`config.mk`:
```
export PLATFORM = sky130hd
export DESIGN_NAME = ext_irq_detect
export DESIGN_NICKNAME = d
export VERILOG_FILES = /design/src/rtl/irq_det_pkg.sv /design/src/rtl/irq_in_sync.sv /design/src/rtl/irq_sample_timer.sv /design/src/rtl/irq_mode_bank.sv /design/src/rtl/irq_pin_detect.sv /design/src/rtl/ext_irq_detect.sv
export SDC_FILE = /design/constraint.sdc
export NUM_CORES = 1
export LEC_CHECK = 0
export ABC_AREA = 1
export BUFFER_PORTS_ARGS = -buffer_cell sky130_fd_sc_hd__buf_2
export CAP_MARGIN = 10
export CORE_MARGIN = 4
export CORE_UTILIZATION = 43
export DETAILED_ROUTE_END_ITERATION = 10
export PLACE_DENSITY = 0.74
export SYNTH_ARGS = -nofsm -noshare
export SYNTH_HDL_FRONTEND = slang
export SYNTH_SLANG_ARGS = --single-unit
```
`constraint.sdc`:
```
create_clock -name clk -period 1.8 [get_ports clk]
set_input_delay 0.09 -clock clk [delete_from_list [all_inputs] [get_ports clk]]
set_output_delay 0.09 -clock clk [all_outputs]
set_load 0.03 [all_outputs]
```
`src/rtl/irq_det_pkg.sv`:
```
// Shared definitions for the external interrupt detector.
// Assumes a 2-bit mode field per pin; the codes below are decoded by
// every pin detector and must not be reordered.
package irq_det_pkg;

    localparam int MODE_W = 2;

    typedef enum logic [MODE_W-1:0] {
        DET_FALL = 2'b00,
        DET_RISE = 2'b01,
        DET_LOW  = 2'b10,
        DET_BOTH = 2'b11
    } det_mode_e;

endpackage

```
`src/rtl/irq_in_sync.sv`:
```
// Multi-stage synchroniser for a bus of independent asynchronous lines.
// Each bit is treated on its own; no relation between bits is kept.
// Assumes idle lines are high, so the chain resets to RST_VAL.
module irq_in_sync #(
    parameter int       WIDTH   = 16,
    parameter int       STAGES  = 2,
    parameter bit       RST_VAL = 1'b1
) (
    input  logic             clk,
    input  logic             rst_n,
    input  logic [WIDTH-1:0] async_in,
    output logic [WIDTH-1:0] sync_out
);

    logic [WIDTH-1:0] chain [STAGES];

    genvar s;
    generate
        for (s = 0; s < STAGES; s++) begin : g_stage
            // Shift one stage of the chain per clock.
            always_ff @(posedge clk) begin
                if (!rst_n) begin
                    chain[s] <= {WIDTH{RST_VAL}};
                end else if (s == 0) begin
                    chain[s] <= async_in;
                end else begin
                    chain[s] <= chain[(s == 0) ? 0 : s-1];
                end
            end
        end
    endgenerate

    assign sync_out = chain[STAGES-1];

endmodule

```
`src/rtl/irq_sample_timer.sv`:
```
// Produces a one-cycle sample strobe every DIV system clocks.
// Assumes DIV >= 1; DIV of 1 strobes on every cycle.
module irq_sample_timer #(
    parameter int DIV = 2
) (
    input  logic clk,
    input  logic rst_n,
    output logic tick
);

    generate
        if (DIV <= 1) begin : g_every
            assign tick = 1'b1;
        end else begin : g_div
            localparam int CNT_W = $clog2(DIV);
            localparam logic [CNT_W-1:0] LAST = CNT_W'(DIV - 1);
            logic [CNT_W-1:0] cnt;

            // Count system clocks and wrap at DIV.
            always_ff @(posedge clk) begin
                if (!rst_n) begin
                    cnt <= '0;
                end else if (cnt == LAST) begin
                    cnt <= '0;
                end else begin
                    cnt <= cnt + 1'b1;
                end
            end

            assign tick = (cnt == LAST);
        end
    endgenerate

endmodule

```
`src/rtl/irq_mode_bank.sv`:
```
// Bank of per-port mode registers.
// Writes one port register per strobe; reads back the indexed register
// combinationally. Also flags, per pin, which pins a write touches so the
// detectors can resynchronise their stored sample.
module irq_mode_bank #(
    parameter int NUM_PORTS     = 4,
    parameter int PINS_PER_PORT = 4,
    parameter int MODE_W        = 2
) (
    input  logic                                    clk,
    input  logic                                    rst_n,
    input  logic                                    wr_en,
    input  logic [$clog2(NUM_PORTS)-1:0]            port_sel,
    input  logic [PINS_PER_PORT*MODE_W-1:0]         wr_data,
    output logic [PINS_PER_PORT*MODE_W-1:0]         rd_data,
    output logic [NUM_PORTS*PINS_PER_PORT*MODE_W-1:0] mode_flat,
    output logic [NUM_PORTS*PINS_PER_PORT-1:0]      pin_wr
);

    localparam int REG_W = PINS_PER_PORT * MODE_W;

    logic [REG_W-1:0] regs [NUM_PORTS];

    genvar p;
    generate
        for (p = 0; p < NUM_PORTS; p++) begin : g_port
            logic hit;
            assign hit = wr_en && (port_sel == ($clog2(NUM_PORTS))'(p));

            // Hold the mode register of port p; load it on a matching write.
            always_ff @(posedge clk) begin
                if (!rst_n) begin
                    regs[p] <= '0;
                end else if (hit) begin
                    regs[p] <= wr_data;
                end
            end

            assign mode_flat[p*REG_W +: REG_W]                 = regs[p];
            assign pin_wr[p*PINS_PER_PORT +: PINS_PER_PORT]    = {PINS_PER_PORT{hit}};
        end
    endgenerate

    // Return the register chosen by the port index.
    always_comb begin
        rd_data = regs[port_sel];
    end

endmodule

```
`src/rtl/irq_pin_detect.sv`:
```
// Detector and request flag for one interrupt pin.
// On each sample strobe it compares the synchronised level with the
// previous sample under the pin's mode. A set beats a clear in the same
// cycle. A mode write reloads the previous sample and suppresses detection
// for that cycle. Assumes lines idle high.
module irq_pin_detect
    import irq_det_pkg::*;
(
    input  logic              clk,
    input  logic              rst_n,
    input  logic              tick,
    input  logic              lvl,
    input  logic [MODE_W-1:0] mode,
    input  logic              resync,
    input  logic              clr,
    output logic              flag
);

    logic      last;
    logic      hit;
    logic      set_now;
    det_mode_e md;

    assign md = det_mode_e'(mode);

    // Decide whether the present level, against the last sample, is an event.
    always_comb begin
        unique case (md)
            DET_FALL: hit = last & ~lvl;
            DET_RISE: hit = ~last & lvl;
            DET_LOW:  hit = ~lvl;
            DET_BOTH: hit = last ^ lvl;
            default:  hit = 1'b0;
        endcase
    end

    assign set_now = tick && !resync && hit;

    // Keep the previous sample; reload on strobes and on mode writes.
    always_ff @(posedge clk) begin
        if (!rst_n) begin
            last <= 1'b1;
        end else if (tick || resync) begin
            last <= lvl;
        end
    end

    // Latch the request flag; set has priority over any clear.
    always_ff @(posedge clk) begin
        if (!rst_n) begin
            flag <= 1'b0;
        end else if (set_now) begin
            flag <= 1'b1;
        end else if (clr) begin
            flag <= 1'b0;
        end
    end

endmodule

```
`src/rtl/ext_irq_detect.sv`:
```
// Top of the external interrupt detector.
// Synchronises the lines, generates the divided sample strobe, holds the
// mode registers and instantiates one detector per pin. The acknowledge
// index and the software mask are merged into a per-pin clear.
module ext_irq_detect #(
    parameter int NUM_PORTS     = 4,
    parameter int PINS_PER_PORT = 4,
    parameter int SYNC_STAGES   = 2,
    parameter int SAMPLE_DIV    = 2
) (
    input  logic                                          clk,
    input  logic                                          rst_n,
    input  logic [NUM_PORTS*PINS_PER_PORT-1:0]            irq_lines,
    input  logic                                          cfg_we,
    input  logic [$clog2(NUM_PORTS)-1:0]                  cfg_port,
    input  logic [PINS_PER_PORT*irq_det_pkg::MODE_W-1:0]  cfg_wdata,
    output logic [PINS_PER_PORT*irq_det_pkg::MODE_W-1:0]  cfg_rdata,
    input  logic                                          ack_valid,
    input  logic [$clog2(NUM_PORTS*PINS_PER_PORT)-1:0]    ack_idx,
    input  logic [NUM_PORTS*PINS_PER_PORT-1:0]            sw_clr,
    output logic [NUM_PORTS*PINS_PER_PORT-1:0]            req_flags
);

    import irq_det_pkg::*;

    localparam int NPIN   = NUM_PORTS * PINS_PER_PORT;
    localparam int PIN_AW = $clog2(NPIN);

    logic [NPIN-1:0]        lvl_sync;
    logic                   sample_tick;
    logic [NPIN*MODE_W-1:0] mode_flat;
    logic [NPIN-1:0]        pin_wr;
    logic [NPIN-1:0]        pin_clr;

    irq_in_sync #(
        .WIDTH   (NPIN),
        .STAGES  (SYNC_STAGES),
        .RST_VAL (1'b1)
    ) u_sync (
        .clk      (clk),
        .rst_n    (rst_n),
        .async_in (irq_lines),
        .sync_out (lvl_sync)
    );

    irq_sample_timer #(
        .DIV (SAMPLE_DIV)
    ) u_timer (
        .clk   (clk),
        .rst_n (rst_n),
        .tick  (sample_tick)
    );

    irq_mode_bank #(
        .NUM_PORTS     (NUM_PORTS),
        .PINS_PER_PORT (PINS_PER_PORT),
        .MODE_W        (MODE_W)
    ) u_bank (
        .clk       (clk),
        .rst_n     (rst_n),
        .wr_en     (cfg_we),
        .port_sel  (cfg_port),
        .wr_data   (cfg_wdata),
        .rd_data   (cfg_rdata),
        .mode_flat (mode_flat),
        .pin_wr    (pin_wr)
    );

    genvar i;
    generate
        for (i = 0; i < NPIN; i++) begin : g_pin
            // Merge the acknowledge strobe and the software mask for pin i.
            assign pin_clr[i] = sw_clr[i] | (ack_valid && (ack_idx == PIN_AW'(i)));

            irq_pin_detect u_det (
                .clk    (clk),
                .rst_n  (rst_n),
                .tick   (sample_tick),
                .lvl    (lvl_sync[i]),
                .mode   (mode_flat[i*MODE_W +: MODE_W]),
                .resync (pin_wr[i]),
                .clr    (pin_clr[i]),
                .flag   (req_flags[i])
            );
        end
    endgenerate

endmodule

```
# After elaboration in Yosys (flattened, before gate mapping)

Memories as Yosys holds them, arrays and structs flattened.
Cells that the tools add are included.
Widths: inputs -> output; s select.

$add $sub $neg: 1
Equal/unequal tests: 66
Mux-type cells: 68
Bitwise gates (word level): 103
Reduce and logical (&&, ||, !) cells: 83

Operators by type and width:

| operator            | count |
|---|---|
| $eq 2x2->1 const B  | 34 |
| $pmux 1 s4          | 16 |
| $mux 1              | 46 |
| $logic_and 1x1->1   | 40 |
| $eq 2x1->1 const B  | 17 |
| $logic_not 2->1     | 17 |
| $not 1->1           | 33 |
| $and 1x1->1         | 32 |
| $eq 4x4->1 const B  | 8 |
| $mux 16             | 2 |
| $mux 8              | 4 |
| $reduce_bool 2->1   | 16 |
| $or 1x1->1          | 22 |
| $eq 4x3->1 const B  | 4 |
| $xor 1x1->1         | 16 |
| $eq 4x2->1 const B  | 2 |
| $eq 4x1->1 const B  | 1 |
| $logic_not 1->1     | 4 |
| $logic_not 4->1     | 1 |
| $logic_or 1x1->1    | 4 |
| $reduce_or 2->1     | 1 |
| $add 1x1->1 const B | 1 |

Register bits: 33
Bits in writable memories: 64
Input bits: 50
Output and inout bits: 24
Logic and storage cells: 356
Memories kept: 2

Memory list:

| memory       | words | width | rd ports | clocked after Yosys merged registers in | wr ports | line                | RTL |
|---|---|---|---|---|---|---|---|
| u_bank.regs  | 4     | 8     | 5        | 0                                       | 4        | irq_mode_bank.sv:22 | `logic [REG_W-1:0] regs [NUM_PORTS];` |
| u_sync.chain | 2     | 16    | 2        | 0                                       | 2        | irq_in_sync.sv:15   | `logic [WIDTH-1:0] chain [STAGES];` |

# Logic depth before layout (Yosys ltp)

Depth in word-level cells: 6
Gate-level depth with buffers: 8
Depth with buffers taken out: 8

# Modules after synthesis

Synthesis repeated with hierarchy kept, for this count alone.

Cell total of the unflattened synthesis: 736
Area total of the unflattened synthesis: 5667.9 um^2

Modules (own cells, without submodules):

| module           | instances | cells an instance | area an instance (um^2) | seq. area each (um^2) |
|---|---|---|---|---|
| irq_pin_detect   | 16        | 25                | 177.7                   | 40.0 |
| irq_mode_bank    | 1         | 184               | 1634.1                  | 960.9 |
| irq_in_sync      | 1         | 99                | 914.6                   | 640.6 |
| ext_irq_detect   | 1         | 50                | 246.5                   | 0.0 |
| irq_sample_timer | 1         | 3                 | 30.0                    | 20.0 |

# Worst setup path after synthesis

OpenSTA, ideal clock, no wires.

Path type: register to output
From: memory u_bank.regs[3][0] (netlist name)
To: output cfg_rdata[0] (netlist name)
Data arrival time: 0.933 ns
Required time: 1.710 ns
Path slack: 0.777 ns
Stages on the path, launching flop included: 3
Buffers on the path: 0
Cell sequence: edfxtp_1 > inv_1 > o211ai_1

RTL lines:

| element     | line                 | RTL |
|---|---|---|
| from (decl) | irq_mode_bank.sv:22  |  |
| to (decl)   | ext_irq_detect.sv:17 | `output logic [PINS_PER_PORT*irq_det_pkg::MODE_W-1:0] cfg_rdata,` |

==> impl_metrics.env <==
export IMPL_status="finished clean"
export IMPL_async_reset_ff_share_pct=0
export IMPL_routed_via_density=4.86
export IMPL_grt_pass1_vias=4026
export IMPL_initial_utilization_pct=44.8
export IMPL_final_setup_skew_ns=0.00487
export IMPL_fin_ws_ns=0.294
export IMPL_maxCapViolCount=0
export IMPL_grt_overflow=0
export IMPL_worstPathRequired_ns=1.71
export IMPL_die_x_um=115
export IMPL_final_setup_viol_count=0
export IMPL_pwr_share_seq_pct=48.1
export IMPL_fin_cells=854
export IMPL_clock_sinks=97
export IMPL_worstSkewPairLatency_ns=0.33
export IMPL_critPathSlowestCell="edfxtp_1"
export IMPL_syn_num_nets=713
export IMPL_vias=4150
export IMPL_cts_root_buf="clkbuf_16"
export IMPL_nFillCells=999
export IMPL_finalCritPeriodShare_pct=83.7
export IMPL_grt_pass1_wl_mm=18.5
export IMPL_synth_seq_area_share_pct=45.7
export IMPL_ys_ff_latch=97
export IMPL_synth_avg_cell_area_um2=7.84
export IMPL_crit_fanout=3
export IMPL_final_antenna_net_count=0
export IMPL_ir_worst_vdd_mv=0.449
export IMPL_place_gp_congestion=0.905
export IMPL_drv_slew=0
export IMPL_cts_tree="built"
export IMPL_r2r_start="g_pin[5].u_det.last"
export IMPL_drc=0
export IMPL_yosysTopAreaCell="dfxtp_1"
export IMPL_start_kind="flip-flop"
export IMPL_p_total_mw=5.21
export IMPL_clk_path_buf_depth=2
export IMPL_wl_mm=11.7
export IMPL_pwr_share_comb_pct=14.1
export IMPL_hold_class="in -> reg"
export IMPL_clock_fmax_mhz=664
export IMPL_first_pass_iters=6
export IMPL_dp_cells=821
export IMPL_ys_types=22
export IMPL_die_y_um=115
export IMPL_wl_per_cell_um=13.7
export IMPL_setup_tns_ns=0
export IMPL_final_net_count=790
export IMPL_cp_end_kind="output port"
export IMPL_ys_flop_type="dfxtp_1"
export IMPL_area_delta_synth_final_pct=17.6
export IMPL_p_leak_nw=3.01
export IMPL_syn_inst=631
export IMPL_p_clk_share_pct=37.8
export IMPL_drive_gt1_share_pct=18.5
export IMPL_path_cells="inv_1 -> o22ai_1 -> a21oi_1 -> nand2_1 -> buf_2"
export IMPL_core_um2=11000
export IMPL_p_switching_mw=1.36
export IMPL_switching_share_pct=26.1
export IMPL_antenna_found_initial=1
export IMPL_finalHoldViolations=0
export IMPL_period_needed_ns=1.51
export IMPL_worstPathArrival_ns=1.42
export IMPL_hpwl_mm=8.76
export IMPL_grt_usage_pct=17.9
export IMPL_cts_buffers=9
export IMPL_cts_htree_levels=3
export IMPL_slowest_delay_ns=0.40
export IMPL_synth_area_leaders="dfxtp_1 26%, edfxtp_1 19%, inv_1 10%"
export IMPL_netlist_area_um2=4940
export IMPL_rsz0062_at_grt="false"
export IMPL_worst_slew_pin_slew_ns=0.404
export IMPL_ios=74
export IMPL_drtIter0Drc=229
export IMPL_pre_cts_slack_ns=0.465
export IMPL_maxSlewHeadroom_pct=73.0
export IMPL_clk_pin_slew_ns=0.06
export IMPL_num_rows=38
export IMPL_synth_common_cells="134 x inv_1, 134 x nand2_1, 65 x dfxtp_1"
export IMPL_io_buffers=73
export IMPL_powerDensity_nw_per_um2=897
export IMPL_die_area_um2=13300
export IMPL_synth_top_area_share_pct=26.3
export IMPL_critPathKind="reg -> out"
export IMPL_grt_max_degree=37
export IMPL_intPower_mw=3.85
export IMPL_synth_edff_count=32
export IMPL_holdCritStartpoint="sw_clr[0]"
export IMPL_critPathLaunch="u_bank.regs[3][2]"
export IMPL_yosysWarnings=0
export IMPL_cts_resized_gates=0
## sequential cells by signal, summed over array words and instances, names as in the netlist
name and cells:
u_sync.chain 32, u_bank.regs 32, g_pin.u_det.last 16, g_pin.u_det.flag 16, u_timer.tick 1
## worst max-delay path: cells and delay by family (launching register included)
family | cells | cell delay [ns]
AO/OA/AOI/OAI | 2 | 0.25
AND/OR/NAND/NOR | 1 | 0.09
flip-flops | 1 | 0.40
buffers and inverters | 2 | 0.34
## routing by layer
| layer | part of all wire, % | up-vias | GRT usage, % |
|---|---|---|---|
| met1 | 41 | 1866 | 22.2 |
| met2 | 48 | 179 | 31.0 |
| met3 | 8.5 | 27 | 3.37 |
| li1 | - | 2078 | - |
| met5 | 0 | - | 0 |
| met4 | 2.2 | 0 | 6.26 |
## final cells by class
class | count | area [µm²] | area share (%)
timing repair buffer | 91 | 541 | 9.30
inverter | 136 | 510 | 8.78
clock buffer | 16 | 314 | 5.40
sequential | 97 | 2260 | 38.9
tap | 140 | 175 | 3.01
antenna | 1 | 2.50 | 0.0430
multi-input combinational | 373 | 2010 | 34.6
## timing repair
| item | in CTS | in global routing |
|---|---|---|
| hold buffers | 16 | 0 |
| setup buffers | 0 | 0 |
| endpoints found under the hold margin | 16 | 0 |
## placed cells by master (no fill, tap or decap), drive strengths merged, types with 17 or more instances in the layout
master / count
a21oi: 33
buf: 75
nand3: 53
nor2: 53
nand2: 138
ha: 32
dfxtp: 65
o21ai: 17
edfxtp: 32
inv: 136
or2: 32
## cell families (layout without fill, tap and decap cells)
group           count (synthesis)  in the layout  share of synthesized area, %
compound gates                 65             65                          7.31
fa+ha+maj                      32             32                          8.10
buf+inv                       161            243                          13.6
flops                          97             97                          45.7
other cells                     0              1                             0
simple gates                  276            276                          25.2
## through the flow
stage               area, µm²  util, %  hold slack, ns
floorplan                4940        -           0.197
global placement         5340     48.4           0.276
detailed placement       5340     48.4           0.278
CTS                      5810     52.7         0.00919
global route             5810     52.7          0.0283
finish                   5810     52.7          0.0182
## power groups by stage
stage / clock, mW / sequential (mW) / combinational (mW)
5_1_grt: 2.09 / 2.52 / 0.829
6_report: 1.97 / 2.51 / 0.737
4_1_cts: 2.00 / 2.50 / 0.738
2_1_floorplan: 0 / 2.51 / 0.506
3_5_place_dp: 0 / 2.55 / 0.702
3_3_place_gp: 0 / 2.54 / 0.669
## path summary, 6_finish.rpt
| path | slack [ns] | endpoint | cells after the start |
|---|---|---|---|
| max reg2reg | 0.55 | g_pin[5].u_det.flag | 7 |
| min | 0.02 | g_pin[0].u_det.flag | 4 |
| max | 0.29 | cfg_rdata[2] | 5 |
| min reg2reg | 0.41 | u_sync.chain[1][12] | 1 |
(Power assumes the default switching activity.)
